`src/rtl/rx_clk_supervisor.sv`:
```
module rx_clk_supervisor #(
  parameter int US_W = 8
) (
  input  logic       clk,
  input  logic       rst_n,
  input  logic       pll_lock,
  input  logic       pblk_stb,
  input  logic       osc_start,
  input  logic       us_tick,
  input  logic       vco_en,
  input  logic       osc_en,
  input  logic       data_err,
  input  logic [1:0] lock_wait_sel,
  input  logic [1:0] unlock_wait_sel,
  input  logic [3:0] irq_mask,
  input  logic       irq_rd,
  output logic       ck_en,
  output logic       osc_ck_en,
  output logic       src_pll,
  output logic       xfer,
  output logic       rerr,
  output logic       irq,
  output logic [3:0] irq_stat
);

  logic [4:0]      pb_cnt, pb_need;
  logic [US_W-1:0] us_cnt, us_need;
  logic            lk, lk_q, derr_q, tgt_pll, osc_run, osc_go, sw_ok;
  logic [3:0]      ev;

  assign pb_need = 5'd3 << lock_wait_sel;

  always_comb begin
    case (unlock_wait_sel)
      2'd0:    us_need = US_W'(0);
      2'd1:    us_need = US_W'(50);
      2'd2:    us_need = US_W'(100);
      default: us_need = US_W'(200);
    endcase
  end

  assign lk     = pll_lock && (pb_cnt >= pb_need);
  assign osc_go = osc_run && (us_cnt >= us_need);
  assign sw_ok  = !vco_en && !osc_en;

  assign ck_en     = src_pll ? vco_en : osc_en;
  assign osc_ck_en = osc_en;
  assign xfer      = src_pll != tgt_pll;
  assign rerr      = !lk || data_err;
  assign irq       = |(irq_stat & irq_mask);

  assign ev = {data_err && !derr_q, sw_ok && xfer, !lk && lk_q, lk && !lk_q};

  always_ff @(posedge clk or negedge rst_n) begin
    if (!rst_n) begin
      pb_cnt   <= '0;
      us_cnt   <= '0;
      lk_q     <= 1'b0;
      derr_q   <= 1'b0;
      osc_run  <= 1'b0;
      tgt_pll  <= 1'b0;
      src_pll  <= 1'b0;
      irq_stat <= '0;
    end else begin
      if (!pll_lock)
        pb_cnt <= '0;
      else if (pblk_stb && pb_cnt < pb_need)
        pb_cnt <= pb_cnt + 5'd1;

      if (lk)
        osc_run <= 1'b0;
      else if (osc_start)
        osc_run <= 1'b1;

      if (!osc_run)
        us_cnt <= '0;
      else if (us_tick && us_cnt != '1)
        us_cnt <= us_cnt + 1'b1;

      if (lk)
        tgt_pll <= 1'b1;
      else if (osc_go)
        tgt_pll <= 1'b0;

      if (sw_ok)
        src_pll <= tgt_pll;

      lk_q     <= lk;
      derr_q   <= data_err;
      irq_stat <= (irq_rd ? 4'd0 : irq_stat) | ev;
    end
  end

endmodule


```
`config.mk`:
```
export PLATFORM = sky130hd
export DESIGN_NAME = rx_clk_supervisor
export DESIGN_NICKNAME = d
export VERILOG_FILES = /design/src/rtl/rx_clk_supervisor.sv
export SDC_FILE = /design/constraint.sdc
export NUM_CORES = 1
export LEC_CHECK = 0
export BUFFER_PORTS_ARGS = -buffer_cell sky130_fd_sc_hd__buf_2
export CORE_MARGIN = 4
export CORE_UTILIZATION = 45
export CTS_BUF_LIST = sky130_fd_sc_hd__clkbuf_8 sky130_fd_sc_hd__clkbuf_16
export DETAILED_ROUTE_END_ITERATION = 8
export PLACE_DENSITY = 0.64
export SLEW_MARGIN = 30
export SYNTH_ARGS = -nofsm -noshare
export SYNTH_HDL_FRONTEND = slang
export SYNTH_SLANG_ARGS = --single-unit
```
`constraint.sdc`:
```
create_clock -name clk -period 2.5 [get_ports clk]
set_input_delay 0.375 -clock clk [delete_from_list [all_inputs] [get_ports clk]]
set_output_delay 0.375 -clock clk [all_outputs]
set_load 0.01 [all_outputs]
```
Word level (Yosys, flattened, before mapping)
Cells that the tools add are included.

word-level totals
  bits of input ports = 18
  flip-flop bits (word level) = 22
  output and inout bits = 10

operators by class
  bitwise gates (word level) = 2
  equal/unequal tests = 6
  shift-type cells = 1
  muxes and demuxes = 11
  order comparisons = 3
  reduce and logical (&&, ||, !) cells = 19
  add/subtract/negate cells = 2

operators by type and width
  operator             count
  $pmux 8 s3           1
  $mux 8               2
  $mux 5               2
  $logic_and 1x1->1    9
  $add 8x1->8 const B  1
  $ge 8x8->1           1
  $ne 8x8->1 const B   1
  $add 5x1->5 const B  1
  $ge 5x5->1           1
  $logic_not 1->1      5
  $lt 5x5->1           1
  $mux 1               5
  $shl 2x2->5 const A  1
  $and 4x4->4          1
  $mux 4               1
  $ne 2x1->1 const B   2
  $or 4x4->4           1
  $reduce_bool 2->1    2
  $reduce_or 4->1      1
  $eq 2x1->1 const B   1
  $eq 2x2->1 const B   1
  $logic_not 2->1      1
  $logic_or 1x1->1     1
  $ne 1x1->1           1

Logic depth before layout (Yosys ltp)
Gate-level depths: netlist of run 1.

  depth after elaboration = 6
  mapped depth = 8

Worst setup path after synthesis of run 1
OpenSTA, ideal clock, no wires.

  path kind = in2out
  from = in lock_wait_sel[1]
  to = out rerr
  setup slack = 290 ps
  data required time = 2125 ps
  arrival = 1835 ps
  stages = 8
  path buffers = 0
  cell sequence = inv_1 ha_1 inv_1 ha_1 a21oi_2 o21ai_2 o21ai_0 nand2b_1

between the ends
  cells in the longest elaborated chain, start to end = 5

RTL lines
  element            RTL line  RTL
  from (decl)        13        input logic [1:0] lock_wait_sel,
  $shl 2x2->5        31        assign pb_need = 5'd3 << lock_wait_sel;
  $ge 5x5->1         42        assign lk = pll_lock && (pb_cnt >= pb_need);
  $logic_and 1x1->1  42
  $logic_not 1->1    49        assign rerr = !lk || data_err;
  $logic_or 1x1->1   49
  to (decl)          21        output logic rerr,

Every way passes these cells.

Worst setup path after layout of run 1
Ends and elaborated chain as after synthesis.

==> flow_summary_export.csv, run 1 <==
group,metric,value,unit
die,ios,28,
synthesis,synthesis.area,1409,sq um
detailed_routing,initialDrtViolationCount,10,
global_route,antenna_found_initial,0,
clock_tree,cts-resized-gates,0,
clock_tree,clk_pin_slew,0.07,ns
setup_path,crit_type,"input pin to output port",
setup_path,cp_max_fo,8,
clock_tree,clockBufferDepth,2,
synthesis,yosysWarnings,0,
power,switchingPower,0.0003725,W
synthesis,async_flop_share,1.000,
synthesis,synthCells,146,
timing,slew_headroom,0.6719,
clock_tree,cts_tree,"built",
setup_path,worst_path_dominant_cell_family,"adder cells",
synthesis,ys_ff_latch,22,
timing,hold_viol_final,0,
setup_path,crit_required,2.12,ns
die,die_area,4090,sq um
detailed_routing,dr.pass1.iters,4,
synthesis,synth-edff-count,0,
setup_path,endpoint_kind,"output port",
synthesis,syn_nets,183,
synthesis,ys_types,31,
power,cellLeakagePower,0.8685,nW
die,start_util,0.4653,
layout,final.fill_count,275,
worst_hold_path,min_path_type,"input pin to async pin",
timing,max_slew.worst_pin.slew,0.4922,ns
synthesis,synthFlopType,"dfrtp_1",
die,die-width,63.96,um
placement,hpwl,2.224,mm
layout,area_delta_synth_final,17.41,%
placement,dp_slack,0.1267,ns
layout,insertedDiodeCount,0,
global_route,grt_start_max_net_pins,23,
detailed_routing,ant_nets,0,
clock_tree,htreeDepth,1,
layout,final_nets,215,
power,pwr-share-comb,0.311,
timing,setup_slack,0.1580,ns
timing,skew,0.003286,ns
synthesis,syn_avg_cell_area,9.650,sq um
clock_tree,clk_latency,0.26,ns
die,die_h,63.96,um
timing,hold_slack,0.07361,ns
setup_path,arrival,1.97,ns
detailed_routing,via_per_inst,5.244,
setup_path,slowest_delay,0.30,ns
global_route,grt_overflow,0,
global_route,grt_usage,0.1405,
job,cap_violations,0,
clock_tree,cts_sinks,22,
synthesis,seq_area_frac_synth,0.3908,
die,core,3028,sq um
timing,timing.final.crit_share,0.9368,
power,internal-power,0.0007306,W
power,ir_worst_vdd,0.0003596,V
timing,finalSetupViolCount,0,
power,pwr-share-seq,0.463,
power,p_per_area,666.9,nW/um^2
timing,period_minus_slack,2.342,ns
timing,slew_violations,0,
run_status,status,"complete, no violations",
detailed_routing,drc,0,
die,rows,20,
power,switching_share,0.3377,
setup_path,worstPathCellList,"buf_2 > inv_1 > ha_1 > inv_1 > ha_1 > a21oi_2 > o21ai_2 > o21ai_0 > nand2b_1 > buf_2",
clock_tree,cts_setup_buffers,0,
global_route,grt_pass1_wl,4.754,mm
placement,dp.cells,217,
layout,layout-drive-gt1-share,0.2090,
setup_path,startpoint_type,"input pin",
power,clkPwrFrac,0.225,
clock_tree,hold_buffers,0,
timing,fmax,427.0,MHz
setup_path,worst-path-buf-inv,4,
placement,routabilityCongestion,0.8284,
setup_path,r2r_slack,0.70,ns
setup_path,slowest_stage,"ha_1",
timing,rsz0062_at_grt,"no",
clock_tree,cts_made_buffers,3,
detailed_routing,vias,1159,
timing,tns,0,ns
clock_tree,cts-root-buf,"clkbuf_8",
detailed_routing,drt_wl_total,2.708,mm
layout,fin_cells,221,
detailed_routing,wl_per_cell,12.25,um
placement,port_buffers,27,
global_route,grt_pass1_vias,1126,
## power groups by stage
stage / sequential, W / combinational [W] / clock, W
after floorplan: 0.000506 / 0.000226 / 0
after global placement: 0.000515 / 0.000334 / 0
after detailed placement: 0.000519 / 0.000346 / 0
after CTS: 0.000512 / 0.000349 / 0.000260
after global routing: 0.000524 / 0.000395 / 0.000281
final: 0.000511 / 0.000343 / 0.000249
## sequential cells by signal, indices dropped and copies added (netlist names)
name / flops
irq_stat: 4
pb_cnt: 5
src_pll: 1
osc_run: 1
lk_q: 1
derr_q: 1
us_cnt: 8
tgt_pll: 1
## cells by family (layout without fill, tap and decap cells)
group | Yosys count | in the layout | share of synthesized area
AOI/OAI and AO/OA | 30 | 30 | 0.1536
xor gates and xnor gates | 3 | 3 | 0.01865
adders and majority gates | 19 | 19 | 0.1687
buffers and inverters | 18 | 49 | 0.05062
DFF | 22 | 22 | 0.3908
muxes | 7 | 7 | 0.05151
and+or+nand+nor | 47 | 47 | 0.1661
## worst reg2reg max path, delay by kind of cell (launching register included)
kind | cells | cell delay, ns
AOI/OAI and AO/OA | 3 | 0.44
adders and majority gates | 1 | 0.34
DFF | 1 | 0.43
and+or+nand+nor | 1 | 0.51
## metrics by stage
stage	power [W]	util	instance area, sq um
finish	0.001103	0.5463	1654
global route	0.001201	0.5463	1654
CTS	0.001121	0.5463	1654
detailed placement	0.0008646	0.5281	1599
global placement	0.0008497	0.5281	1599
floorplan	0.0007322	-	1409
## worst paths after layout
| path | startpoint | end | cells after the start |
|---|---|---|---|
| hold / removal | rst_n | irq_stat[1] | 1 |
| max in group asynchronous | rst_n | pb_cnt[2] | 1 |
| hold reg to reg | derr_q | irq_stat[3] | 1 |
| setup reg to reg | pb_cnt[2] | pb_cnt[2] | 5 |
| setup / recovery | lock_wait_sel[1] | rerr | 10 |
| min in group clk | data_err | derr_q | 1 |
## placed cells by master, fill, tap and decap left out, types with 4 or more instances in the layout
cell,count
o31ai_1,4
nand4_1,5
buf_2,27
or4_1,4
a21oi_1,7
clkbuf_8,4
inv_1,17
dfrtp_1,22
ha_1,19
nor2_1,9
nand3_1,6
nand2_1,15
mux2i_1,5
## metal layers
| layer | vias to the layer above | GRT usage | share of wire |
|---|---|---|---|
| met4 | 0 | 0.03235 | 0 |
| li1 | 583 | - | - |
| met3 | 0 | 0.02988 | 0.052 |
| met5 | - | 0 | 0 |
| met1 | 554 | 0.1783 | 0.47 |
| met2 | 22 | 0.2426 | 0.48 |
## layout make-up
cell class,count,area (sq um),share of cell area
multi-input combinational,106,787.0,0.4758
sequential,22,550.5,0.3328
timing repair buffer,28,142.6,0.08623
tap,44,55.05,0.03328
inverter,17,63.81,0.03858
clock buffer,4,55.05,0.03328
## cell usage after synthesis (all sizes together), types with 4 or more instances
cell type | instances | area share
a21oi | 9 | 0.043
dfrtp | 22 | 0.39
ha | 19 | 0.17
inv | 17 | 0.045
mux2i | 5 | 0.036
nand2 | 15 | 0.040
nand3 | 6 | 0.021
nand4 | 5 | 0.022
nor2 | 9 | 0.024
o21ai | 4 | 0.017
o31ai | 4 | 0.021
or4 | 4 | 0.021
(Power assumes the default switching activity.)
==> inputs of run 2 (changes only) <==
--- a/config.mk
+++ b/config.mk
@@ -5,12 +5,12 @@
 export SDC_FILE = /design/constraint.sdc
 export NUM_CORES = 1
 export LEC_CHECK = 0
-export BUFFER_PORTS_ARGS = -buffer_cell sky130_fd_sc_hd__buf_2
+export BUFFER_PORTS_ARGS = -buffer_cell sky130_fd_sc_hd__clkbuf_2
 export CORE_MARGIN = 4
-export CORE_UTILIZATION = 45
+export CORE_UTILIZATION = 25
 export CTS_BUF_LIST = sky130_fd_sc_hd__clkbuf_8 sky130_fd_sc_hd__clkbuf_16
 export DETAILED_ROUTE_END_ITERATION = 8
-export PLACE_DENSITY = 0.64
+export PLACE_DENSITY = 0.4
 export SLEW_MARGIN = 30
 export SYNTH_ARGS = -nofsm -noshare
 export SYNTH_HDL_FRONTEND = slang
==> flow_summary_export.csv, run 2 (synthesized netlist as in run 1, its figures left out) <==
group,metric,value,unit
detailed_routing,drt_wl_total,2.992,mm
clock_tree,htreeDepth,1,
setup_path,crit_required,2.12,ns
setup_path,cp_max_fo,8,
die,die_h,83.07,um
timing,finalSetupViolCount,0,
power,total_power,0.001193,W
die,core,5473,sq um
placement,hpwl,2.431,mm
clock_tree,cts_made_buffers,3,
clock_tree,clk_latency,0.26,ns
layout,insertedDiodeCount,0,
layout,regMostFlops,"us_cnt",
detailed_routing,dr.pass1.iters,4,
layout,layout_common_cells,"27 x clkbuf_2, 22 x dfrtp_1, 19 x ha_1",
placement,dp_slack,0.1408,ns
detailed_routing,via_per_inst,4.550,
timing,slew_headroom,0.6242,
clock_tree,cts-root-buf,"clkbuf_8",
detailed_routing,drc,0,
global_route,grt_overflow,0,
detailed_routing,initialDrtViolationCount,73,
worst_hold_path,min_path_type,"input pin to async pin",
setup_path,endpoint_kind,"output port",
global_route,antenna_found_initial,0,
power,p_per_area,699.6,nW/um^2
placement,port_buffers,27,
clock_tree,cts_tree,"built",
die,start_util,0.2574,
layout,layout_commonest_cell,"clkbuf_2",
setup_path,crit_type,"input pin to output port",
timing,period_minus_slack,2.277,ns
power,ir_worst_vdd,0.0003272,V
global_route,use_met3,0.02679,
die,ios,28,
layout,final_nets,215,
global_route,grt-busiest-layer,"met2",
job,cap_violations,0,
detailed_routing,wl_per_cell,12.02,um
timing,hold_slack,0.08234,ns
global_route,grt_pass1_wl,5.437,mm
layout,largest_reg_flops,8,
die,rows,27,
layout,final.fill_count,598,
layout,multiInputGateArea,787.0,sq um
clock_tree,clockBufferDepth,2,
timing,timing.final.crit_share,0.9110,
layout,reg.largest.list,"us_cnt (8), pb_cnt (5), irq_stat (4)",
setup_path,startpoint_type,"input pin",
die,die_area,6901,sq um
detailed_routing,ant_nets,0,
timing,tns,0,ns
clock_tree,clk_pin_slew,0.09,ns
timing,slew_violations,0,
timing,max_slew.worst_pin.slew,0.5637,ns
run_status,status,"complete, no violations",
clock_tree,cts_sinks,22,
global_route,met1_usage,0.1074,
timing,fmax,439.1,MHz
power,cellLeakagePower,0.8788,nW
global_route,grt_pass1_vias,1167,
global_route,use_met2,0.1735,
placement,routabilityCongestion,0.8234,
setup_path,arrival,1.90,ns
global_route,grt_start_max_net_pins,23,
layout,area_delta_synth_final,21.05,%
setup_path,rr_worst_depth,5,
timing,rsz0062_at_grt,"no",
global_route,grt_usage,0.09453,
setup_path,r2r_slack,0.68,ns
timing,hold_viol_final,0,
clock_tree,cts_setup_buffers,0,
layout,layout-drive-gt1-share,0.2090,
layout,regArea,550.5,sq um
detailed_routing,vias,1133,
timing,skew,0.006067,ns
timing,setup_slack,0.2225,ns
die,die-width,83.07,um
## run 2: metrics by stage
stage               area [sq um]  utilization  cells
CTS                         1705       0.3116    249
floorplan                   1409            -    146
finish                      1705       0.3116    249
detailed placement          1634       0.2986    245
global route                1705       0.3116    249
global placement            1634       0.2986    245
## run 2: timing repair
item | in CTS | in global routing
endpoints found under the setup margin | 0 | 1
gates resized for setup | 0 | 1
hold buffers | 0 | 0
## run 2: path summary, 6_finish.rpt
check | startpoint | endpoint
max | lock_wait_sel[1] | rerr
min | rst_n | irq_stat[3]
max reg2reg | pb_cnt[2] | pb_cnt[2]
min reg2reg | derr_q | irq_stat[3]
max in group asynchronous | rst_n | us_cnt[4]
min in group clk | data_err | derr_q
## run 2: power breakdown
group	switching, W	total [W]	internal, W	leakage [nW]
Sequential	0.0000886	0.000514	0.000426	0.285
Clock	0.000123	0.000337	0.000214	0.0357
Combinational	0.000178	0.000342	0.000164	0.558
Total	0.000389	0.00119	0.000804	0.879
## run 2: final cells by class
| type | count | share of cell area |
|---|---|---|
| multi-input combinational | 106 | 0.4615 |
| sequential | 22 | 0.3228 |
| timing repair buffer | 28 | 0.08364 |
| tap | 72 | 0.05282 |
| inverter | 17 | 0.03742 |
| clock buffer | 3 | 0.02421 |
| clock inverter | 1 | 0.01761 |
## run 2: worst max-delay path, cell delays in order
cell and delay [ns]:
clkbuf_2 0.11, inv_1 0.06, ha_1 0.27, inv_1 0.04
ha_1 0.29, a21oi_2 0.06, o21ai_2 0.27, o21ai_1 0.15
nand2b_1 0.16, clkbuf_2 0.12
## run 2: routing by layer
metal,share of wire,routed length (um)
met5,0,0
met4,0.0084,25
met1,0.44,1303
met2,0.52,1554
met3,0.036,109
